<file path="config.mk">
export PLATFORM = sky130hd
export DESIGN_NAME = ald_arb_monitor
export DESIGN_NICKNAME = d
export VERILOG_FILES = /design/src/rtl/ald_pkg.sv /design/src/rtl/ald_bus_cond.sv /design/src/rtl/ald_loss_eval.sv /design/src/rtl/ald_irq_sched.sv /design/src/rtl/ald_arb_monitor.sv
export SDC_FILE = /design/constraint.sdc
export NUM_CORES = 1
export LEC_CHECK = 0
export ABC_AREA = 0
export BUFFER_PORTS_ARGS = -buffer_cell sky130_fd_sc_hd__buf_4
export CAP_MARGIN = 20
export CELL_PAD_IN_SITES_DETAIL_PLACEMENT = 2
export CELL_PAD_IN_SITES_GLOBAL_PLACEMENT = 2
export CORE_UTILIZATION = 27
export CTS_BUF_LIST = sky130_fd_sc_hd__clkbuf_16
export DETAILED_ROUTE_END_ITERATION = 7
export PLACE_DENSITY = 0.82
export SLEW_MARGIN = 20
export SYNTH_ARGS = -nofsm -noshare
export SYNTH_HDL_FRONTEND = slang
export SYNTH_SLANG_ARGS = --single-unit
</file>
<file path="constraint.sdc">
create_clock -name clk -period 3.3 [get_ports clk]
set_input_delay 0.165 -clock clk [delete_from_list [all_inputs] [get_ports clk]]
set_output_delay 0.165 -clock clk [all_outputs]
set_load 0.01 [all_outputs]
</file>
<file path="src/rtl/ald_pkg.sv">
`timescale 1ns/1ps
package ald_pkg;

  typedef enum logic [2:0] {
    PH_IDLE    = 3'd0,
    PH_ADDR    = 3'd1,
    PH_EXT     = 3'd2,
    PH_DATA    = 3'd3,
    PH_ACK     = 3'd4,
    PH_RESTART = 3'd5,
    PH_STOP    = 3'd6
  } phase_e;

  typedef enum logic [1:0] {
    LC_NONE  = 2'd0,
    LC_BYTE  = 2'd1,
    LC_DEFER = 2'd2
  } loss_class_e;

  // Phases in which a byte is moving on the bus.
  function automatic logic is_transfer(input phase_e p);
    return (p == PH_ADDR) || (p == PH_EXT) || (p == PH_DATA) || (p == PH_ACK);
  endfunction

  // Phases in which a loss turns this device into a listening slave.
  function automatic logic is_addressing(input phase_e p);
    return (p == PH_ADDR) || (p == PH_EXT);
  endfunction

endpackage

</file>
<file path="src/rtl/ald_bus_cond.sv">
`timescale 1ns/1ps
module ald_bus_cond (
  input  logic clk,
  input  logic rst_n,
  input  logic scl_i,
  input  logic sda_i,
  output logic scl_rise_o,
  output logic scl_fall_o,
  output logic start_o,
  output logic stop_o
);

  // Previous-cycle line levels; an idle bus is high on both lines.
  logic scl_q;
  logic sda_q;

  always_ff @(posedge clk or negedge rst_n) begin
    if (!rst_n) begin
      scl_q <= 1'b1;
      sda_q <= 1'b1;
    end else begin
      scl_q <= scl_i;
      sda_q <= sda_i;
    end
  end

  assign scl_rise_o = !scl_q && scl_i;
  assign scl_fall_o = scl_q && !scl_i;
  // Data moves while the clock stays high: start/restart when falling, stop when rising.
  assign start_o    = scl_q && scl_i && sda_q && !sda_i;
  assign stop_o     = scl_q && scl_i && !sda_q && sda_i;

endmodule

</file>
<file path="src/rtl/ald_loss_eval.sv">
`timescale 1ns/1ps
module ald_loss_eval
  import ald_pkg::*;
(
  input  phase_e      phase_i,
  input  logic        armed_i,
  input  logic        scl_i,
  input  logic        sda_i,
  input  logic        sda_drv_i,
  input  logic        scl_rise_i,
  input  logic        start_i,
  input  logic        stop_i,
  output logic        loss_o,
  output loss_class_e cls_o
);

  logic bit_miss;
  logic mid_cond;
  logic rs_block;
  logic sp_block;

  always_comb begin
    // Released-high bit read back low on a rising clock edge.
    bit_miss = is_transfer(phase_i) && scl_rise_i && sda_drv_i && !sda_i;
    // Someone else framed the bus while a byte was in flight.
    mid_cond = is_transfer(phase_i) && (start_i || stop_i);
    // Restart attempt: both lines must be high and no stop may appear.
    rs_block = (phase_i == PH_RESTART) && (!sda_i || !scl_i || stop_i);
    // Stop attempt: released data stays low while the clock is high.
    sp_block = (phase_i == PH_STOP) && sda_drv_i && scl_i && !sda_i;

    loss_o = armed_i && (bit_miss || mid_cond || rs_block || sp_block);
    if (!loss_o)       cls_o = LC_NONE;
    else if (bit_miss) cls_o = LC_BYTE;
    else               cls_o = LC_DEFER;
  end

endmodule

</file>
<file path="src/rtl/ald_irq_sched.sv">
`timescale 1ns/1ps
module ald_irq_sched
  import ald_pkg::*;
#(
  parameter int CNT_W      = 4,
  parameter int EARLY_EDGE = 8,
  parameter int LATE_EDGE  = 9
) (
  input  logic             clk,
  input  logic             rst_n,
  input  logic             clear_i,
  input  logic             loss_i,
  input  loss_class_e      cls_i,
  input  logic             scl_fall_i,
  input  logic             stop_i,
  input  logic [CNT_W-1:0] edge_cnt_i,
  input  logic             wait_ninth_i,
  input  logic             stop_en_i,
  output logic             irq_o
);

  localparam logic [CNT_W-1:0] EARLY_V = CNT_W'(EARLY_EDGE);
  localparam logic [CNT_W-1:0] LATE_V  = CNT_W'(LATE_EDGE);

  logic             pend_byte_q;
  logic             pend_def_q;
  logic             irq_q;
  logic [CNT_W-1:0] target;
  logic             new_def;
  logic             fire_byte;
  logic             fire_def;

  always_comb begin
    target    = wait_ninth_i ? LATE_V : EARLY_V;
    new_def   = loss_i && (cls_i == LC_DEFER);
    fire_byte = pend_byte_q && scl_fall_i && (edge_cnt_i >= target);
    fire_def  = (pend_def_q || new_def) && stop_i && stop_en_i;
  end

  always_ff @(posedge clk or negedge rst_n) begin
    if (!rst_n) begin
      pend_byte_q <= 1'b0;
      pend_def_q  <= 1'b0;
      irq_q       <= 1'b0;
    end else if (clear_i) begin
      pend_byte_q <= 1'b0;
      pend_def_q  <= 1'b0;
      irq_q       <= 1'b0;
    end else begin
      irq_q <= fire_byte || fire_def;
      if (fire_byte)
        pend_byte_q <= 1'b0;
      else if (loss_i && (cls_i == LC_BYTE))
        pend_byte_q <= 1'b1;
      // Any stop settles a deferred interrupt, fired or dropped.
      if (stop_i)
        pend_def_q <= 1'b0;
      else if (new_def)
        pend_def_q <= 1'b1;
    end
  end

  assign irq_o = irq_q;

  assert_irq_single_R7: assert property (@(posedge clk) disable iff (!rst_n)
    irq_o |=> !irq_o);

  assert_irq_trigger_R8: assert property (@(posedge clk) disable iff (!rst_n)
    irq_o |-> $past(scl_fall_i || stop_i));

  assert_irq_edge_window_R7: assert property (@(posedge clk) disable iff (!rst_n)
    (irq_o && $past(!stop_i)) |-> ($past(edge_cnt_i) >= $past(target)));

  assert_irq_stop_enable_R8: assert property (@(posedge clk) disable iff (!rst_n)
    (irq_o && $past(!scl_fall_i)) |-> $past(stop_en_i));

endmodule

</file>
<file path="src/rtl/ald_arb_monitor.sv">
`timescale 1ns/1ps
module ald_arb_monitor
  import ald_pkg::*;
#(
  parameter int CNT_W      = 4,
  parameter int EARLY_EDGE = 8,
  parameter int LATE_EDGE  = 9
) (
  input  logic             clk,
  input  logic             rst_n,
  input  logic             scl_i,
  input  logic             sda_i,
  input  logic             sda_drv_i,
  input  logic [2:0]       phase_i,
  input  logic [CNT_W-1:0] edge_cnt_i,
  input  logic             wait_ninth_i,
  input  logic             stop_irq_en_i,
  input  logic             clear_i,
  output logic             lost_o,
  output logic             slave_o,
  output logic             release_o,
  output logic             irq_o
);

  localparam int PH_W = $bits(phase_e);

  phase_e      phase;
  logic        scl_rise;
  logic        scl_fall;
  logic        start_det;
  logic        stop_det;
  logic        loss_now;
  loss_class_e loss_cls;
  logic        lost_q;
  logic        slave_q;

  assign phase = phase_e'(phase_i[PH_W-1:0]);

  ald_bus_cond u_cond (
    .clk        (clk),
    .rst_n      (rst_n),
    .scl_i      (scl_i),
    .sda_i      (sda_i),
    .scl_rise_o (scl_rise),
    .scl_fall_o (scl_fall),
    .start_o    (start_det),
    .stop_o     (stop_det)
  );

  ald_loss_eval u_eval (
    .phase_i    (phase),
    .armed_i    (!lost_q),
    .scl_i      (scl_i),
    .sda_i      (sda_i),
    .sda_drv_i  (sda_drv_i),
    .scl_rise_i (scl_rise),
    .start_i    (start_det),
    .stop_i     (stop_det),
    .loss_o     (loss_now),
    .cls_o      (loss_cls)
  );

  ald_irq_sched #(
    .CNT_W      (CNT_W),
    .EARLY_EDGE (EARLY_EDGE),
    .LATE_EDGE  (LATE_EDGE)
  ) u_sched (
    .clk          (clk),
    .rst_n        (rst_n),
    .clear_i      (clear_i),
    .loss_i       (loss_now),
    .cls_i        (loss_cls),
    .scl_fall_i   (scl_fall),
    .stop_i       (stop_det),
    .edge_cnt_i   (edge_cnt_i),
    .wait_ninth_i (wait_ninth_i),
    .stop_en_i    (stop_irq_en_i),
    .irq_o        (irq_o)
  );

  always_ff @(posedge clk or negedge rst_n) begin
    if (!rst_n) begin
      lost_q  <= 1'b0;
      slave_q <= 1'b0;
    end else if (clear_i) begin
      lost_q  <= 1'b0;
      slave_q <= 1'b0;
    end else begin
      if (loss_now) lost_q <= 1'b1;
      if (loss_now && is_addressing(phase)) slave_q <= 1'b1;
    end
  end

  assign lost_o    = lost_q;
  assign slave_o   = slave_q;
  // Lines are let go in the very cycle the loss is seen.
  assign release_o = lost_q || loss_now;

  assert_loss_latched_R2: assert property (@(posedge clk) disable iff (!rst_n)
    (release_o && !clear_i) |=> lost_o);

  assert_lost_sticky_R9: assert property (@(posedge clk) disable iff (!rst_n)
    (lost_o && !clear_i) |=> lost_o);

  assert_slave_needs_loss_R10: assert property (@(posedge clk) disable iff (!rst_n)
    slave_o |-> lost_o);

  assert_idle_quiet_R11: assert property (@(posedge clk) disable iff (!rst_n)
    (phase == PH_IDLE && !lost_o) |=> !lost_o);

endmodule

</file>
After elaboration in Yosys (flattened, before gate mapping)
Cells that the tools add are included.

cells by class
  order comparisons = 1
  equality and inequality tests = 8
  multiplexer cells = 14
  reduce and logical (&&, ||, !) cells = 44

operator list
  cell                                                                   count
  1-bit logical AND                                                      23
  1-bit logical OR                                                       12
  1-bit two-way mux                                                      12
  3-bit equality test, second input constant                             3
  3-bit by 2-bit equality test with 1-bit output, second input constant  2
  3-bit nonzero test                                                     2
  1-bit logical NOT                                                      5
  4-bit greater-or-equal comparator                                      1
  2-bit two-way mux                                                      2
  2-bit nonzero test                                                     2
  3-bit by 1-bit equality test with 1-bit output, second input constant  1
  2-bit by 1-bit equality test with 1-bit output, second input constant  1
  2-bit equality test, second input constant                             1

word-level totals
  bits in registers = 7
  logic and storage cells = 74

Logic depth before layout (Yosys ltp)
Gate-level depths: netlist of the first run.

  depth in word-level cells = 19
  gate-level depth with buffers = 5
  gate-level depth less buffers = 5

Modules after synthesis
Synthesis of the first run repeated with hierarchy kept, for this count alone.

second synthesis, totals
  cells, all modules = 44
  area total of the unflattened synthesis = 445.4 um^2

modules (own cells, without submodules)
  module           times used  cells each  area an instance (um^2)  seq. area each (um^2)
  ald_irq_sched    1           15          156.4                    75.1
  ald_loss_eval    1           14          107.6                    0.0
  ald_arb_monitor  1           9           96.3                     50.0
  ald_bus_cond     1           6           85.1                     52.6

Worst setup path before layout of the first run
Ideal clock, no wire load.

  path type = reg2reg
  start point = register u_cond.sda_q
  end point = register u_sched.pend_def_q
  arrival time = 1.275 ns
  setup slack = 1.903 ns
  cell stages (with the launch flop) = 5
  buffers on the path = 0
  cell sequence = dfstp_2 -> nor2b_1 -> o2111a_1 -> a2111o_1 -> o2111a_1

on the way
  word-level cells in the longest chain between the ends = 13
  elaborated cells between the ends (all ways) = 19
  those cells by class = eq/ne (1); mux (3); reduce/logical (15)

ends and longest elaborated chain
  element                          line                 RTL
  from (decl)                      ald_bus_cond.sv:15   logic sda_q;
  from (signal assigned)           ald_bus_cond.sv:23   sda_q <= sda_i;
  1-bit logical NOT                ald_bus_cond.sv:31   assign stop_o = scl_q && scl_i && !sda_q && sda_i;
  1-bit logical AND (2 in series)  ald_bus_cond.sv:31
  1-bit logical OR                 ald_loss_eval.sv:26  mid_cond = is_transfer(phase_i) && (start_i || stop_i);
  1-bit logical AND                ald_loss_eval.sv:26
  1-bit logical OR (3 in series)   ald_loss_eval.sv:32  loss_o = armed_i && (bit_miss || mid_cond || rs_block || sp_block);
  1-bit logical AND                ald_loss_eval.sv:32
  2-bit two-way mux                ald_loss_eval.sv:33  if (!loss_o) cls_o = LC_NONE;
  2-bit equality test              ald_irq_sched.sv:35  new_def = loss_i && (cls_i == LC_DEFER);
  1-bit logical AND                ald_irq_sched.sv:35
  3-bit nonzero test (no line)     n/a
  to (signal assigned)             ald_irq_sched.sv:43  pend_def_q <= 1'b0;
  to (signal assigned)             ald_irq_sched.sv:47  pend_def_q <= 1'b0;
  to (signal assigned)             ald_irq_sched.sv:57  pend_def_q <= 1'b0;
  to (decl)                        ald_irq_sched.sv:26  logic pend_def_q;

Parallel ways exist; a longest one is shown, timed or not.
A chain may end at the register's enable or synchronous reset.

Final worst setup path of the first run
  start point = register u_cond.sda_q
  end point = output port release_o

on the way
  word-level cells in the longest chain between the ends = 10
  elaborated cells between the ends (all ways) = 14
  those cells by class = reduce/logical (14)

ends and longest elaborated chain
  element                             line                   RTL
  1-bit logical NOT                   ald_bus_cond.sv:31
  1-bit logical AND (2 in series)     ald_bus_cond.sv:31
  1-bit logical OR                    ald_loss_eval.sv:26
  1-bit logical AND                   ald_loss_eval.sv:26
  1-bit logical OR                    ald_loss_eval.sv:32
  1-bit logical OR (*) (2 in series)  ald_loss_eval.sv:32
  1-bit logical AND (*)               ald_loss_eval.sv:32
  1-bit logical OR (*)                ald_arb_monitor.sv:97  assign release_o = lost_q || loss_now;
  to (decl)                           ald_arb_monitor.sv:21  output logic release_o,

Every way passes the cells marked *; elsewhere a longest branch is shown, timed or not.

==> results of run 1 <==
cells by family (layout without fill, tap and decap cells):
group	count (synthesis)	after routing	synth area share [%]
AND/OR/NAND/NOR	16	16	24.4
adder cells (fa/ha/maj)	1	1	2.90
XOR/XNOR	2	2	4.06
buffers and inverters	4	27	3.48
flip-flops	7	7	41.2
AO/OA/AOI/OAI	12	12	24.1
metal layers:
metal / vias up / global-route usage, %
li1: 210 / -
met1: 220 / 22.7
met2: 13 / 32.2
met3: 0 / 6.47
met4: 0 / 1.94
met5: - / 0
power by group:
part / leakage (uW) / internal [uW] / switching (uW)
registers: 0.0000894 / 91.6 / 3.94
clock network: 0.0000423 / 157 / 41.8
logic: 0.000181 / 27.5 / 24.5
timing repair:
item                                   in CTS  in global routing
endpoints found under the hold margin       7                  0
hold buffers                                1                  0
setup buffers                               0                  0
through the flow:
step	setup WS [ns]	hold slack, ns	area (um2)	power [uW]	cells
global route	1.35	0.0877	676	359	81
detailed placement	1.71	-0.0152	587	147	76
global placement	1.74	-0.0170	587	145	76
floorplan	1.90	-0.131	432	117	42
CTS	1.42	0.0831	676	351	81
finish	1.42	0.0872	676	346	81
Yosys cell counts (2+ instances only):
master / number
dfrtp_1: 5
nand2_1: 2
nor3_1: 2
or3_1: 2
inv_1: 4
nand4b_1: 2
o2111a_1: 2
dfstp_2: 2
a31oi_1: 2
sequential cells by signal (all words and copies together) (netlist names):
name,count
lost_o,1
slave_o,1
u_cond.scl_q,1
u_cond.sda_q,1
u_sched.irq_o,1
u_sched.pend_byte_q,1
u_sched.pend_def_q,1
final cells by class:
class,count,area share [%]
Inverter,4,2.22
Tap cell,16,2.96
Clock buffer,3,11.1
Sequential cell,7,26.3
Clock inverter,1,0.556
Multi-Input combinational cell,31,35.4
Timing Repair Buffer,19,21.5
worst max-delay path: stages (launching register included):
cell and delay [ns]:
dfstp_2 0.53, nor2b_1 0.07, o2111a_1 0.28, a211oi_2 0.36
nand2_1 0.10, buf_4 0.15
cells in the final DEF, fill, tap and decap left out, types with 2 or more instances in the layout:
cell type,instances
a31oi_1,2
nand2_1,2
buf_4,18
dfstp_2,2
o2111a_1,2
inv_1,5
dfrtp_1,5
or3_1,2
nand4b_1,2
nor3_1,2
clkbuf_16,3
worst min-delay path by stage:
stage	endpoint	slack [ns]	start
after floorplan	lost_o$_DFFE_PN0P_	-0.13	rst_n
after global placement	u_sched.pend_byte_q$_DFFE_PN0P_	-0.02	rst_n
after detailed placement	u_sched.pend_byte_q$_DFFE_PN0P_	-0.02	rst_n
after CTS	u_cond.scl_q$_DFF_PN1_	0.08	scl_i
after global routing	u_cond.scl_q$_DFF_PN1_	0.09	scl_i
final	u_cond.scl_q$_DFF_PN1_	0.09	scl_i
==> metrics.csv, run 1 <==
stage;metric;value;unit
outcome;status;completed;
yosys;ys_types;28;
finish;multi_input_area;239;um2
sta;finalSetupViolCount;0;
route;vias_per_cell;5.47;
floorplanning;core-area;1510;um2
sta;slew_headroom;68.6;%
clock_tree;clk_latency;0.23;ns
yosys;syn_area_per_cell;10.3;um2
placed_design;place_hpwl;1010;um
clock_tree;htreeDepth;1;
sta;worst_clock_skew;0.00123;ns
clock_tree;clock_sinks;7;
finish;drive_above_1_share;38.5;%
setup_path;cp.required;3.13;ns
grt;grt_pass1_wl;2430;um
route;drt_iter0_drc;9;
power;leakage;0.000313;uW
floorplanning;rows;14;
yosys;synthFlopType;dfrtp_1;
grt;grt_max_degree;9;
yosys;async_reset_ff_share;100;%
setup_path;cp-start-kind;register;
clock_tree;cts-root-buf;clkbuf_16;
setup_path;r2r_cells;4;
sta;tightest_slew;0.470;ns
placed_design;portBuffers;18;
power;power_density;513;nW/um2
finish;area_growth;56.5;%
sta;fmax;532;MHz
route;firstDrtPassIters;4;
finish;fin_nets;82;
clock_tree;cts_buffer_depth;2;
setup_path;critPathKind;register to output pin;
route;met1_length;584;um
setup_path;crit_path_end;release_o;
yosys;netlist_instances;42;
yosys;synth_nets;58;
grt;grtUsageTotal;18.5;%
yosys;synth-edff-count;0;
route;routed-via-count;443;
setup_path;worst-path-max-fanout;4;
clock_tree;path_clk_slew;0.04;ns
route;wl_met3;74;um
worst_hold_path;holdPathStages;1;
clock_tree;cts_made_buffers;3;
finish;fill_cells;171;
clock_tree;cts_resized;0;
setup_path;timing.rr.end;u_sched.irq_o$_DFF_PN0_;
route;wl_met2;727;um
yosys;synth.yosys.seq_area_share;41.2;%
placed_design;gp_congestion;0.794;
route;highest_layer;met3;
route;drc;0;
yosys;synth_top_area_share;29.0;%
sta;finalHoldViolCount;0;
yosys;yosysTopAreaCell;dfrtp_1;
yosys;synth_area_leaders;dfrtp_1 29%, dfstp_2 12%, o2111a_1 5.2%, nand4b_1 4.1%, inv_1 3.5%;
floorplanning;design.die.area;1760;um2
finish;final_core_util;44.9;%
sta;tns;0;ns
floorplanning;start_util;28.7;%
grt;grt_pass1_vias;491;
sta;post-route-period-util;56.9;%
grt;antenna_found_initial;0;
worst_hold_path;hold_path_class;input port to register;
floorplanning;ioPinCount;19;
run;maxCapViolCount;0;
floorplanning;fp.dieW;42.0;um
setup_path;r2r_setup_slack;1.72;ns
route;routedWlPerCell;17.1;um
floorplanning;dieHeight;42.0;um
yosys;syn-cell-area;432;um2
setup_path;worstReg2RegStart;u_cond.scl_q$_DFF_PN1_;
setup_path;crit_arrival;1.71;ns
sta;rsz0062_at_grt;no;
yosys;ys_ff_latch;7;
sta;drv_slew;0;
clock_tree;cts_tree;built;
setup_path;worstSetupEndpointType;output pin;
route;postRouteAntennaNets;0;
finish;register_area;178;um2
sta;min_period;1.88;ns
route;wl;1390;um
grt;grt-ovfl-total;0;
yosys;yosysWarnings;0;
finish;diodes;0;
setup_path;startpoint;u_cond.sda_q$_DFF_PN1_;
power;max-vdd-ir-drop;0.484;mV
Note: power is estimated with default switching activity, not from simulation.
==> run 2: changes to the inputs <==
- CORE_UTILIZATION: 27 -> 22
- PLACE_DENSITY: 0.82 -> 0.72
- clock period: 3.3 -> 1.7 ns (I/O delays scaled with it)
==> run 2 against run 1 <==
  * Critical path depth rose by 2
  * Clock power is 100% higher
  * Global-route usage shrank 3.1 points
  * Die area rose by 22%
  * Critical endpoint unchanged
  * Cell count increased by 15%
  * Setup slack worse by 1.3 ns
  * Routed wire length increased by 2.5%
  * Via count is 1.6% higher
==> metrics.csv, run 2 (synthesis gave the netlist of run 1 again) <==
stage;metric;value;unit;change
finish;drive_above_1_share;39.7;%;was 38.5%
clock_tree;htreeDepth;1;;unchanged
setup_path;critPathKind;input port to output pin;;was register to output pin
clock_tree;cts_made_buffers;3;;unchanged
grt;grt_pass1_wl;2110;um;was 2430 um
finish;area_growth;66.1;%;was 56.5%
clock_tree;clk_latency;0.23;ns;about the same
route;drc;0;;unchanged
clock_tree;cts_buffer_depth;2;;unchanged
setup_path;cp-start-kind;input port;;was register
finish;layout_commonest_cell;buf_4;;unchanged
clock_tree;clock_sinks;7;;unchanged
sta;min_period;1.61;ns;
setup_path;worstReg2RegStart;u_cond.scl_q$_DFF_PN1_;;unchanged
finish;register_area;178;um2;unchanged
finish;diodes;0;;unchanged
floorplanning;fp.dieW;46.3;um;was 42.0 um
setup_path;startpoint;scl_i;;was u_cond.sda_q$_DFF_PN1_
sta;post-route-period-util;94.8;%;
placed_design;portBuffers;18;;unchanged
power;clkPwrFrac;57.7;%;was 57.4%
sta;rsz0062_at_grt;no;;unchanged
floorplanning;dieHeight;46.3;um;was 42.0 um
clock_tree;path_clk_slew;0.03;ns;was 0.04 ns
route;wl;1420;um;was 1390 um
run;maxCapViolCount;0;;unchanged
floorplanning;start_util;24.2;%;was 28.7%
grt;antenna_found_initial;0;;unchanged
finish;fill_cells;201;;was 171
power;p_seq_share;26.8;%;was 27.6%
power;total_power;692;uW;was 346 uW
power;max-vdd-ir-drop;0.652;mV;was 0.484 mV
finish;layout.cells.most_common_list;19 x buf_4, 5 x inv_1, 5 x dfrtp_1;;was 18 x buf_4, 5 x inv_1, 5 x dfrtp_1
floorplanning;core-area;1780;um2;was 1510 um2
finish;fin_nets;85;;was 82
setup_path;crit_arrival;1.53;ns;was 1.71 ns
floorplanning;ioPinCount;19;;unchanged
setup_path;worstSetupEndpointType;output pin;;unchanged
power;p_int;543;uW;was 276 uW
route;routed-via-count;450;;was 443
outcome;status;completed;;unchanged
power;power_density;965;nW/um2;was 513 nW/um2
grt;grt_pass1_vias;470;;was 491
route;routedWlPerCell;15.3;um;was 17.1 um
placed_design;gp_congestion;0.744;;was 0.794
route;vias_per_cell;4.84;;was 5.47
floorplanning;design.die.area;2140;um2;was 1760 um2
setup_path;worst-path-max-fanout;7;;was 4
sta;slew_headroom;71.1;%;was 68.6%
power;switching_share;21.5;%;was 20.3%
sta;tightest_slew;0.433;ns;was 0.470 ns
sta;fmax;620;MHz;
clock_tree;cts_tree;built;;unchanged
sta;finalHoldViolCount;0;;unchanged
placed_design;place_hpwl;1060;um;was 1010 um
route;drt_iter0_drc;4;;was 9
power;p_comb_share;15.5;%;was 15.0%
floorplanning;rows;15;;was 14
power;switchingPower;149;uW;was 70.2 uW
sta;finalSetupViolCount;0;;unchanged
finish;multi_input_area;241;um2;was 239 um2
grt;grt_max_degree;9;;unchanged
worst_hold_path;hold_path.startpoint;clear_i;;was scl_i
route;firstDrtPassIters;2;;was 4
worst_hold_path;hold_path_class;input port to register;;unchanged
power;leakage;0.000327;uW;was 0.000313 uW
sta;tns;0;ns;unchanged
grt;grtUsageTotal;15.4;%;was 18.5%
route;postRouteAntennaNets;0;;unchanged
setup_path;cp.required;1.62;ns;was 3.13 ns
sta;worst_clock_skew;0.00292;ns;was 0.00123 ns
sta;drv_slew;0;;unchanged
grt;grt-ovfl-total;0;;unchanged
clock_tree;cts-root-buf;clkbuf_16;;unchanged
## run 2: changes by cell type in the layout (fill, tap and decap cells not counted)
cell           before  now
buf_4              18   19
dlygate4sd3_1       1    3
nor2b_1             1    0
nor2b_2             0    1
## run 2: worst max-delay path: stages
cell and delay, ns:
dlygate4sd3_1 0.53, buf_4 0.15, nand2_1 0.06, o2111a_1 0.27, a211oi_2 0.20, nand2_1 0.09
buf_4 0.15
## run 2: worst paths after layout
check	endpoint	slack [ns]	cells after the start
min in group asynchronous	u_sched.pend_byte_q$_DFFE_PN0P_	0.21	2
min	lost_o$_DFFE_PN0P_	0.08	2
min reg2reg	u_sched.irq_o$_DFF_PN0_	0.52	1
max in group asynchronous	u_cond.scl_q$_DFF_PN1_	1.28	2
max	release_o	0.09	7
max reg2reg	slave_o$_DFFE_PN0P_	0.15	5
## run 2: repair_timing
item | 4_1_cts | 5_1_grt
gates resized for setup | 0 | 1
hold buffers | 3 | 0
setup buffers | 1 | 0
pin swaps | 1 | 0
endpoints found under the setup margin | 1 | 2
hold endpoints to repair | 9 | 0
## run 2: power groups by stage
stage          Sequential (uW)  Combinational (uW)  Clock, uW
2_1_floorplan              187                39.9          0
3_3_place_gp               187                96.0          0
3_5_place_dp               187                98.7          0
4_1_cts                    185                 108        409
5_1_grt                    186                 118        419
6_report                   185                 107        399
## run 2: per-layer routing
layer  vias to the layer above  global-route usage, %  part of all wire (%)
met5                         -                      0                     0
met4                         0                   3.53                     0
met3                         0                   10.6                   7.0
met2                        12                   24.5                    50
met1                       218                   16.8                    43
li1                        220                      -                     -
## run 2: final cells by class
cell class              count  share of cell area [%]
clock buffers               3                    10.5
clock inverters             1                   0.524
inverters                   4                    2.09
multi-input cells          31                    33.7
flip-flops and latches      7                    24.8
well taps                  25                    4.36
repair buffers             22                    24.1
## run 2: per-stage QoR
stage               instance area (um2)  utilization, %  worst slack [ns]  std cells  hold slack [ns]
floorplan                           432               -             0.303         42           -0.211
global placement                    598            33.5             0.225         85          -0.0918
detailed placement                  598            33.5             0.216         85          -0.0926
CTS                                 714            40.1            0.0810         93           0.0788
global route                        717            40.2           0.00237         93           0.0894
finish                              717            40.2            0.0883         93           0.0806
==> run 3: changes to the inputs <==
- CELL_PAD_IN_SITES_DETAIL_PLACEMENT: 2 -> 0
- CELL_PAD_IN_SITES_GLOBAL_PLACEMENT: 2 -> 1
- CORE_UTILIZATION: 22 -> 28
- PLACE_DENSITY: 0.72 -> 0.74
- SETUP_SLACK_MARGIN: not set -> 0.2
==> run 3 against run 2 <==
  * Clock power shrank 3%
  * Setup slack improved by 0.039 ns
  * Cell count shrank 12%
  * Critical path depth fell by 2
  * Combinational power about the same
  * Non-clock buffer count down 1
  * Count of clock-buffer cells in the layout is the same
  * Total power decreased by 1.8%
  * Clock skew shrank 0.0018 ns
  * Sequential power hardly changed
  * Register-to-register slack better by 0.04 ns
  * Flip-flop and latch count unchanged
  * Critical endpoint unchanged
  * Largest cell class unchanged
  * Largest power group unchanged
==> metrics.csv, run 3 (synthesis gave the netlist of run 1 again) <==
stage;metric;value;unit;change
power;leakage;0.000336;uW;was 0.000327 uW
placed_design;place_hpwl;771;um;was 1060 um
setup_path;startpoint;u_cond.sda_q$_DFF_PN1_;;was scl_i
floorplanning;ioPinCount;19;;unchanged
finish;final_core_util;52.2;%;was 40.2%
clock_tree;clk_latency;0.23;ns;about the same
clock_tree;path_clk_slew;0.04;ns;was 0.03 ns
sta;tns;0;ns;unchanged
power;power_density;953;nW/um2;was 965 nW/um2
finish;fin_nets;84;;was 85
grt;grt-ovfl-total;0;;unchanged
grt;antenna_found_initial;0;;unchanged
worst_hold_path;hold_path_class;input port to register;;unchanged
sta;drv_slew;0;;unchanged
setup_path;crit_arrival;1.49;ns;was 1.53 ns
clock_tree;cts_buffer_depth;2;;unchanged
setup_path;worstReg2RegStart;u_cond.scl_q$_DFF_PN1_;;unchanged
route;routedWlPerCell;12.1;um;was 15.3 um
floorplanning;dieHeight;41.3;um;was 46.3 um
sta;fmax;636;MHz;was 620 MHz
placed_design;dp.cells;75;;was 85
outcome;status;completed;;unchanged
sta;tightest_slew;0.369;ns;was 0.433 ns
clock_tree;clock_sinks;7;;unchanged
grt;grtUsageTotal;15.3;%;was 15.4%
setup_path;cp.required;1.62;ns;about the same
sta;finalHoldViolCount;0;;unchanged
finish;area_growth;65.2;%;was 66.1%
sta;slew_headroom;75.1;%;was 71.1%
floorplanning;design.die.area;1700;um2;was 2140 um2
finish;layout.cells.most_common_list;19 x buf_4, 5 x inv_1, 5 x dfrtp_1;;unchanged
grt;grt_max_degree;9;;unchanged
clock_tree;cts_made_buffers;3;;unchanged
setup_path;worst-path-max-fanout;2;;was 7
sta;finalSetupViolCount;0;;unchanged
setup_path;cp-start-kind;register;;was input port
worst_hold_path;hold_path.startpoint;scl_i;;was clear_i
floorplanning;core-area;1370;um2;was 1780 um2
clock_tree;htreeDepth;1;;unchanged
floorplanning;rows;13;;was 15
route;wl;992;um;was 1420 um
clock_tree;cts_tree;built;;unchanged
sta;worst_clock_skew;0.00112;ns;was 0.00292 ns
route;postRouteAntennaNets;0;;unchanged
setup_path;worstSetupEndpointType;output pin;;unchanged
placed_design;post_dp_cell_area;586;um2;was 598 um2
run;maxCapViolCount;0;;unchanged
sta;rsz0062_at_grt;yes;;was no
sta;post-route-period-util;92.5;%;was 94.8%
finish;drive_above_1_share;44.8;%;was 39.7%
route;drt_iter0_drc;1;;was 4
finish;final_area;713;um2;was 717 um2
floorplanning;fp.dieW;41.3;um;was 46.3 um
route;drc;0;;unchanged
power;max-vdd-ir-drop;0.606;mV;was 0.652 mV
setup_path;critPathKind;register to output pin;;was input port to output pin
route;routed-via-count;431;;was 450
route;vias_per_cell;5.26;;was 4.84
placed_design;gp_congestion;0.800;;was 0.744
route;firstDrtPassIters;3;;was 2
finish;layout_commonest_cell;buf_4;;unchanged
sta;min_period;1.57;ns;was 1.61 ns
floorplanning;start_util;31.6;%;was 24.2%
placed_design;portBuffers;18;;unchanged
grt;grt_pass1_vias;396;;was 470
grt;grt_pass1_wl;1570;um;was 2110 um
finish;stdcell_count;82;;was 93
finish;diodes;0;;unchanged
clock_tree;cts-root-buf;clkbuf_16;;unchanged
## run 3: changes by cell type in the layout (fill, tap and decap cells not counted)
cell / before / now
nor2b_4: 0 / 1
dlygate4sd3_1: 3 / 1
nor2b_2: 1 / 0
o41ai_1: 1 / 0
nor3b_1: 1 / 0
buf_6: 0 / 1
o41ai_2: 0 / 1
nor3b_2: 0 / 1
## run 3: cell type report
type / count / area [um2]
clock buffers: 3 / 75.1
clock inverters: 1 / 3.75
fillers: 131 / 653
inverters: 4 / 15.0
multi-input cells: 31 / 259
flip-flops and latches: 7 / 178
well taps: 15 / 18.8
repair buffers: 21 / 164
## run 3: metal layers
metal  vias to the layer above  global-route usage [%]  wire, um
li1                        216                       -         -
met1                       199                    15.9       415
met2                        14                    25.0       461
met3                         2                    6.52        88
met4                         0                    9.68        27
met5                         -                       0         0
## run 3: power breakdown
part           leakage [uW]  internal (uW)  total [uW]  switching [uW]
logic              0.000204           60.6         106            45.0
registers         0.0000894            178         186            8.03
clock network     0.0000423            305         388            82.7
total              0.000336            544         679             136
## run 3: worst paths after layout
path	depth (start not counted)	endpoint	slack, ns
max in group asynchronous	2	u_cond.scl_q$_DFF_PN1_	1.28
worst min register to register	1	u_sched.irq_o$_DFF_PN0_	0.53
min in group asynchronous	2	u_sched.pend_byte_q$_DFFE_PN0P_	0.21
worst max register to register	5	slave_o$_DFFE_PN0P_	0.19
worst max-delay path	5	release_o	0.13
worst min-delay path	1	u_cond.scl_q$_DFF_PN1_	0.007
## run 3: through the flow
step / setup WS (ns) / hold slack (ns) / power (uW)
3_5_place_dp: 0.223 / -0.0967 / 281
4_1_cts: 0.133 / 0.000266 / 683
5_1_grt: 0.0788 / 0.00427 / 716
6_report: 0.127 / 0.00674 / 679
2_1_floorplan: 0.303 / -0.211 / 227
3_3_place_gp: 0.250 / -0.0934 / 281
## run 3: critical path, cell delays in order, from the launching register on
cell	delay, ns
dfstp_2	0.55
xor2_1	0.07
a21o_1	0.20
a211oi_2	0.22
nand2_1	0.09
buf_6	0.12
## run 3: what timing repair did
item                                    CTS  global route
hold endpoints to repair                  7             0
buffers inserted                          2             0
pin swaps                                 1             0
endpoints found under the setup margin    1             4
resized for setup                         1             4
hold buffers                              1             0
